--- config.mk ---
export PLATFORM = sky130hd
export DESIGN_NAME = msr_access_unit
export DESIGN_NICKNAME = d
export VERILOG_FILES = /design/src/rtl/msr_pkg.sv /design/src/rtl/msr_guard.sv /design/src/rtl/msr_tsc.sv /design/src/rtl/msr_mc_capture.sv /design/src/rtl/msr_plain_reg.sv /design/src/rtl/msr_access_unit.sv
export SDC_FILE = /design/constraint.sdc
export NUM_CORES = 1
export LEC_CHECK = 0
export BUFFER_PORTS_ARGS = -buffer_cell sky130_fd_sc_hd__buf_2
export CORE_MARGIN = 2
export CORE_UTILIZATION = 52
export CTS_CLUSTER_DIAMETER = 60
export DETAILED_ROUTE_END_ITERATION = 16
export PLACE_DENSITY = 0.77
export SLEW_MARGIN = 25
export SYNTH_ARGS = -nofsm -noshare
export SYNTH_HDL_FRONTEND = slang
export SYNTH_HIERARCHICAL = 1
export SYNTH_SLANG_ARGS = --single-unit
--- constraint.sdc ---
create_clock -name clk_i -period 2.1 [get_ports clk_i]
set_input_delay 0.42 -clock clk_i [delete_from_list [all_inputs] [get_ports clk_i]]
set_output_delay 0.42 -clock clk_i [all_outputs]
set_load 0.1 [all_outputs]
--- src/rtl/msr_pkg.sv ---
package msr_pkg;
  localparam int N_REG  = 5;
  localparam int REG_MCA = 0;
  localparam int REG_MCT = 1;
  localparam int REG_TSC = 2;
  localparam int REG_ARR = 3;
  localparam int REG_CFG = 4;

  localparam logic [31:0] IDX_TAB [N_REG] = '{32'h00, 32'h01, 32'h10, 32'h82, 32'h83};

  typedef enum logic [1:0] {
    MODE_REAL = 2'd0,
    MODE_PROT = 2'd1,
    MODE_V86  = 2'd2,
    MODE_RSVD = 2'd3
  } cpu_mode_e;
endpackage

--- src/rtl/msr_guard.sv ---
module msr_guard
  import msr_pkg::*;
#(
  parameter int IDX_W = 32
) (
  input  logic             valid_i,
  input  logic [IDX_W-1:0] index_i,
  input  logic [1:0]       cpl_i,
  input  logic [1:0]       mode_i,
  output logic [N_REG-1:0] hit_o,
  output logic             fault_o
);
  logic [N_REG-1:0] idx_hit;
  logic             priv_ok;

  for (genvar g = 0; g < N_REG; g++) begin : g_dec
    assign idx_hit[g] = (index_i == IDX_W'(IDX_TAB[g]));
  end

  always_comb begin
    unique case (cpu_mode_e'(mode_i))
      MODE_REAL: priv_ok = 1'b1;
      MODE_PROT: priv_ok = (cpl_i == 2'd0);
      default:   priv_ok = 1'b0;
    endcase
  end

  assign fault_o = valid_i && (!priv_ok || idx_hit == '0);
  assign hit_o   = (valid_i && !fault_o) ? idx_hit : '0;
endmodule

--- src/rtl/msr_tsc.sv ---
module msr_tsc #(
  parameter int W = 64
) (
  input  logic         clk_i,
  input  logic         rst_ni,
  input  logic         ld_i,
  input  logic [W-1:0] ld_val_i,
  output logic [W-1:0] cnt_o
);
  logic [W-1:0] cnt_q;

  always_ff @(posedge clk_i or negedge rst_ni) begin
    if (!rst_ni)   cnt_q <= '0;
    else if (ld_i) cnt_q <= ld_val_i;
    else           cnt_q <= cnt_q + 1'b1;
  end

  assign cnt_o = cnt_q;
endmodule

--- src/rtl/msr_mc_capture.sv ---
module msr_mc_capture #(
  parameter int W      = 64,
  parameter int ADDR_W = 32,
  parameter int TYPE_W = 8
) (
  input  logic              clk_i,
  input  logic              rst_ni,
  input  logic              cap_i,
  input  logic [ADDR_W-1:0] cap_addr_i,
  input  logic [TYPE_W-1:0] cap_type_i,
  input  logic              wr_addr_i,
  input  logic              wr_type_i,
  input  logic              clr_chk_i,
  input  logic [W-1:0]      wdata_i,
  output logic [W-1:0]      mca_o,
  output logic [W-1:0]      mct_o
);
  localparam int PAD_W = W - TYPE_W - 1;

  logic [W-1:0] mca_q, mct_q;

  always_ff @(posedge clk_i or negedge rst_ni) begin
    if (!rst_ni) begin
      mca_q <= '0;
      mct_q <= '0;
    end else begin
      // capture outranks software access
      if (cap_i)          mca_q <= W'(cap_addr_i);
      else if (wr_addr_i) mca_q <= wdata_i;

      if (cap_i)          mct_q <= {{PAD_W{1'b0}}, cap_type_i, 1'b1};
      else if (wr_type_i) mct_q <= wdata_i;
      else if (clr_chk_i) mct_q[0] <= 1'b0;
    end
  end

  assign mca_o = mca_q;
  assign mct_o = mct_q;
endmodule

--- src/rtl/msr_plain_reg.sv ---
module msr_plain_reg #(
  parameter int W = 64
) (
  input  logic         clk_i,
  input  logic         rst_ni,
  input  logic         we_i,
  input  logic [W-1:0] d_i,
  output logic [W-1:0] q_o
);
  always_ff @(posedge clk_i or negedge rst_ni) begin
    if (!rst_ni)   q_o <= '0;
    else if (we_i) q_o <= d_i;
  end
endmodule

--- src/rtl/msr_access_unit.sv ---
module msr_access_unit
  import msr_pkg::*;
#(
  parameter int IDX_W  = 32,
  parameter int HALF_W = 32,
  parameter int ADDR_W = 32,
  parameter int TYPE_W = 8
) (
  input  logic                clk_i,
  input  logic                rst_ni,
  input  logic                req_valid_i,
  input  logic                req_write_i,
  input  logic [IDX_W-1:0]    req_index_i,
  input  logic [HALF_W-1:0]   req_wdata_hi_i,
  input  logic [HALF_W-1:0]   req_wdata_lo_i,
  input  logic [1:0]          req_cpl_i,
  input  logic [1:0]          req_mode_i,
  input  logic                mc_strobe_i,
  input  logic [ADDR_W-1:0]   mc_addr_i,
  input  logic [TYPE_W-1:0]   mc_type_i,
  output logic                rsp_valid_o,
  output logic                rsp_fault_o,
  output logic [HALF_W-1:0]   rsp_rdata_hi_o,
  output logic [HALF_W-1:0]   rsp_rdata_lo_o,
  output logic [2*HALF_W-1:0] tsc_o
);
  localparam int W = 2 * HALF_W;

  logic [N_REG-1:0] hit;
  logic [N_REG-1:0] wr_en;
  logic [N_REG-1:0] rd_en;
  logic             fault;
  logic [W-1:0]     wdata;
  logic [W-1:0]     reg_val [N_REG];
  logic [W-1:0]     rd_mux;

  logic             rsp_valid_q, rsp_fault_q;
  logic [W-1:0]     rsp_data_q;

  assign wdata = {req_wdata_hi_i, req_wdata_lo_i};

  msr_guard #(.IDX_W(IDX_W)) u_guard (
    .valid_i (req_valid_i),
    .index_i (req_index_i),
    .cpl_i   (req_cpl_i),
    .mode_i  (req_mode_i),
    .hit_o   (hit),
    .fault_o (fault)
  );

  assign wr_en = req_write_i ? hit : '0;
  assign rd_en = req_write_i ? '0  : hit;

  msr_mc_capture #(.W(W), .ADDR_W(ADDR_W), .TYPE_W(TYPE_W)) u_mc (
    .clk_i      (clk_i),
    .rst_ni     (rst_ni),
    .cap_i      (mc_strobe_i),
    .cap_addr_i (mc_addr_i),
    .cap_type_i (mc_type_i),
    .wr_addr_i  (wr_en[REG_MCA]),
    .wr_type_i  (wr_en[REG_MCT]),
    .clr_chk_i  (rd_en[REG_MCT]),
    .wdata_i    (wdata),
    .mca_o      (reg_val[REG_MCA]),
    .mct_o      (reg_val[REG_MCT])
  );

  msr_tsc #(.W(W)) u_tsc (
    .clk_i    (clk_i),
    .rst_ni   (rst_ni),
    .ld_i     (wr_en[REG_TSC]),
    .ld_val_i (wdata),
    .cnt_o    (reg_val[REG_TSC])
  );

  for (genvar g = REG_ARR; g <= REG_CFG; g++) begin : g_plain
    msr_plain_reg #(.W(W)) u_reg (
      .clk_i  (clk_i),
      .rst_ni (rst_ni),
      .we_i   (wr_en[g]),
      .d_i    (wdata),
      .q_o    (reg_val[g])
    );
  end

  always_comb begin
    rd_mux = '0;
    for (int i = 0; i < N_REG; i++) begin
      if (rd_en[i]) rd_mux = rd_mux | reg_val[i];
    end
  end

  always_ff @(posedge clk_i or negedge rst_ni) begin
    if (!rst_ni) begin
      rsp_valid_q <= 1'b0;
      rsp_fault_q <= 1'b0;
      rsp_data_q  <= '0;
    end else begin
      rsp_valid_q <= req_valid_i;
      rsp_fault_q <= fault;
      rsp_data_q  <= rd_mux;
    end
  end

  assign rsp_valid_o    = rsp_valid_q;
  assign rsp_fault_o    = rsp_fault_q;
  assign rsp_rdata_hi_o = rsp_data_q[W-1:HALF_W];
  assign rsp_rdata_lo_o = rsp_data_q[HALF_W-1:0];
  assign tsc_o          = reg_val[REG_TSC];
endmodule

### Yosys cells after proc, flatten, opt, wreduce, memory -nomap -nowiden

Cells that the tools add are included.

* register bits after elaboration: 386
* input bits: 145
* output and inout port bits: 130
* logic and storage cells: 47

* $add $sub $neg: 1
* equality and inequality tests: 5
* multiplexer cells: 16
* bitwise gates (word level): 4
* reduce and logical (&&, ||, !) cells: 12

Operators with widths (count)
* $mux W64: 9
* $or A64 B64 Y64: 4
* $add A64 B1 Y64 const B: 1
* $eq A32 B8 Y1 const B: 2
* $mux W63: 1
* $eq A32 B1 Y1 const B: 1
* $eq A32 B5 Y1 const B: 1
* $logic_not A32 Y1: 1
* $mux W5: 3
* $logic_not A5 Y1: 1
* $logic_not A2 Y1: 2
* $reduce_bool A2 Y1: 2
* $reduce_bool A3 Y1: 1
* $eq A2 B1 Y1 const B: 1
* $logic_and A1 B1 Y1: 2
* $logic_not A1 Y1: 2
* $mux W1: 2
* $pmux W1 S2: 1
* $logic_or A1 B1 Y1: 1

### Logic depth before layout (Yosys ltp)

* word-level depth: 18
* depth in mapped cells: 12
* gate-level depth less buffers: 8

### Modules after synthesis

Netlist, hierarchy kept.

By module, submodules not included
* msr_mc_capture: instances 1, cells each 457, area each 5441.5 µm², seq. area each 3203.1 µm²
* msr_plain_reg: instances 2, cells each 135, area each 2678.8 µm², seq. area each 1601.5 µm²
* msr_tsc: instances 1, cells each 434, area each 3774.9 µm², seq. area each 1601.5 µm²
* msr_access_unit: instances 1, cells each 307, area each 3398.3 µm², seq. area each 1651.6 µm²
* msr_guard: instances 1, cells each 29, area each 224.0 µm², seq. area each 0.0 µm²

### Least setup slack after synthesis

Ideal clock, no wire load.

* path kind: reg-to-reg
* from: reg u_tsc.cnt_q[0], in the netlist u_tsc/cnt_o[0]
* to: reg u_tsc.cnt_q[46], in the netlist u_tsc/cnt_o[46]
* setup time: 126 ps
* data arrival time: 2909 ps
* data required time: 1974 ps
* path slack: -935 ps
* stages on the path, launching flop included: 6
* buffers on the path: 0
* period minus slack after synthesis: 3035 ps
* cells stage by stage: dfrtp_1 -> ha_1 -> nand3_1 -> or4_1 -> or4_1 -> a221o_1

* word-level cells in the longest chain between the ends: 2

RTL lines
* from (decl): line msr_tsc.sv:10 `logic [W-1:0] cnt_q;`
* from (signal assigned): line msr_tsc.sv:14 `else if (ld_i) cnt_q <= ld_val_i;`
* from (signal assigned): line msr_tsc.sv:15 `else cnt_q <= cnt_q + 1'b1;`
* $add A64 B1 Y64: line msr_tsc.sv:15
* $mux W64: line msr_tsc.sv:14

No other way between the ends.
A chain may end at the register's enable or synchronous reset.

### Worst setup path in the final report

* from: reg u_tsc.cnt_q[27], in the netlist u_tsc/cnt_o[27]
* to: reg u_tsc.cnt_q[61], in the netlist u_tsc/cnt_o[61]

The elaborated chain is that of the path after synthesis.

==> impl_metrics.tcl <==
set metrics [dict create \
    htree_levels 2 \
    path_clk_slew_ns 0.06 \
    dp_hpwl_um 34100 \
    vias_per_cell 6.13 \
    p_leak_nw 10.0 \
    drt_iter0_drc 1378 \
    reg2reg_to "u_tsc/cnt_o[61]" \
    cts_tree "built" \
    nets 2017 \
    ir_worst_vdd_mv 0.627 \
    gp_congestion 0.834 \
    ys_ff_latch 386 \
    vias 14500 \
    crit_path_end "u_tsc/cnt_o[61]" \
    setup_viol 20 \
    max_cap_violations 0 \
    fin_hold_ws_ns 0.0768 \
    yosys_warnings 6 \
    drt_first_pass_iters 8 \
    grt_usage_pct 29.1 \
    r2r_start "u_tsc/cnt_o[27]" \
    hold_depth 1 \
    synth_edf_count 0 \
    io_buffers 274 \
    reg2regPathDepth 5 \
    regArea_mm2 0.00984 \
    status "finished, violations left" \
    relSlewSlack_pct 64.0 \
    switchingPower_mw 3.49 \
    num_rows 68 \
    fin_skew_ns 0.0118 \
    numCtsBuffers 41 \
    final_cell_mix "333 x dfrtp_1, 273 x buf_2, 130 x buf_4" \
    fin_ws_ns -0.203 \
    crit_start "u_tsc/cnt_o[27]" \
    dp.cells 2275 \
    synth_top_flop_cell "dfrtp_1" \
    grt_max_degree 89 \
    drc 0 \
    final_common_cell "dfrtp_1" \
    cts-root-buf "clkbuf_16" \
    fin_crit_sh_pct 110 \
    hp-class "primary input to flip-flop" \
    path_class "flip-flop to flip-flop" \
    cts_buffer_depth 3 \
    tightest_slew_ns 0.544 \
    die_w_um 191 \
    initial_core_util_pct 52.7 \
    die_area_mm2 0.0365 \
    violations "setup timing" \
    clkSinkCount 386 \
    crit_arrival_ns 2.76 \
    synth.avg_cell_area_um2 12.2 \
    grt_pass1_wl_um 83700 \
    syn_area_mm2 0.0182 \
    antenna_found_initial 3 \
    overflow 0 \
    drive_above_1_share_pct 38.6 \
    postSynthCellCount 1497 \
    min_period_ns 2.30 \
    ant_nets 0 \
    internal_power_mw 12.1 \
    multi_input_area_mm2 0.00800 \
    crit_required_ns 2.55 \
    die_h_um 191 \
    core_mm2 0.0345 \
    area_growth_pct 25.4 \
    final_cells 2361 \
    reg2reg_slack_ns -0.20 \
    synth_top_area_cell "dfrtp_1" \
    ys_async_sr_fraction_pct 100 \
    crit_fanout 5 \
    ios 275 \
    wire_per_inst_um 22.6 \
    power_mw 15.5 \
    hold_violations 0 \
    p_per_area_mw_per_mm2 681 \
    startpoint_type "flip-flop" \
    endpoint_kind "flip-flop" \
    final.setup.tns_ns -1.93 \
    swShare_pct 22.5 \
    yosys-top-cells-area "dfrtp_1 53%, mux2_4 9.9%, mux2i_1 7.0%, a222oi_1 3.5%, a22oi_1 2.7%" \
    synth_top_area_share_pct 53.1 \
    syn-num-nets 1643 \
    p_seq_share_pct 48.6 \
    rsz0062_at_grt "yes" \
    place_ws_ns -0.367 \
    pwr-share-clk_pct 47.1 \
    clk_latency_ns 0.54 \
    wl_um 53300 \
    nFillCells 2595 \
    seq_area_frac_synth_pct 53.1 \
    combPwrFrac_pct 4.4 \
    synth_cell_types 50 \
    grt_pass1_vias 15000 \
    drv_slew 0 \
    fmax_ghz 0.434 \
]
==> cells in the mapped netlist, drive strengths merged (13+ instances only) <==
cell type  instances
and3              13
nor4              21
nand3             36
clkbuf            34
nand2            107
dfrtp            386
a222oi            64
a21oi             65
nand4             24
xnor2             22
a31oi             16
a22oi             65
xor2              19
mux2i            128
or4               17
buf               75
mux2             133
o21ai             85
nor2             118
==> metal layers <==
| layer | vias up | share of wire [%] | global-route usage [%] |
|---|---|---|---|
| li1 | 6296 | - | - |
| met1 | 7314 | 41 | 39.8 |
| met2 | 740 | 48 | 47.4 |
| met3 | 128 | 7.7 | 4.41 |
| met4 | 2 | 3.2 | 10.7 |
| met5 | - | 0.021 | 0 |
==> cell families after synthesis <==
kind of cell | count (synthesis) | share of synthesized area [%]
xor+xnor | 41 | 1.97
buf+inv | 114 | 4.97
flops | 386 | 53.1
mux | 261 | 17.7
compound gates | 310 | 11.6
fa+ha+maj | 1 | 0.0688
simple gates | 384 | 10.6
==> cell type report <==
type,count,area share [%]
diodes,2,0.0219
flip-flops and latches,386,43.1
inverters,5,0.0823
clock inverters,12,0.636
multi-input cells,997,35.1
repair buffers,440,13.3
clock buffers,64,5.28
well taps,455,2.50
==> worst max-delay path, cell delays in order, from the launching register on <==
cell and delay, ns:
dfrtp_4 0.40, nand4_1 0.21, or4_4 0.63, or4_4 0.48, or3_1 0.32, a31oi_1 0.18
==> power groups by stage <==
stage          clock network (mW)  registers [mW]  logic [mW]
4_1_cts                      7.38            7.55       0.685
3_3_place_gp                    0            7.68       0.664
5_1_grt                      7.73            7.55       0.753
3_5_place_dp                    0            7.68       0.680
2_1_floorplan                   0            7.69       0.173
6_report                     7.32            7.55       0.680
==> how the worst min path moves through the flow <==
stage / start / to / slack (ns)
floorplan: rst_ni / g_plain[3].u_reg/q_o[0] / 0.12
global placement: rst_ni / g_plain[3].u_reg/q_o[53] / 0.33
detailed placement: rst_ni / u_mc/mca_o[55] / 0.32
CTS: req_valid_i / rsp_valid_o / 0.05
global route: req_valid_i / rsp_valid_o / 0.07
finish: req_valid_i / rsp_valid_o / 0.08
==> flip-flops by register name, indices dropped and copies added, names as in the netlist <==
name               cells
g_plain.u_reg/q_o    128
rsp_data_q            64
rsp_fault_o            1
rsp_valid_o            1
u_mc/mca_o            64
u_mc/mct_o            64
u_tsc/cnt_o           64
==> per-stage QoR <==
stage / area, µm² / util, %
2_1_floorplan: 18700 / -
3_3_place_gp: 21200 / 61.5
3_5_place_dp: 21200 / 61.5
4_1_cts: 22700 / 65.7
5_1_grt: 22800 / 66.0
6_report: 22800 / 66.0
==> timing repair <==
action                                  CTS  global route
endpoints found under the setup margin   25            25
hold buffers                              1             0
resized for setup                        12            15
pin swaps                                 6            12
endpoints found under the hold margin    26             0
gates cloned                              0             1
setup buffers                             2             4
(Power assumes the default switching activity.)
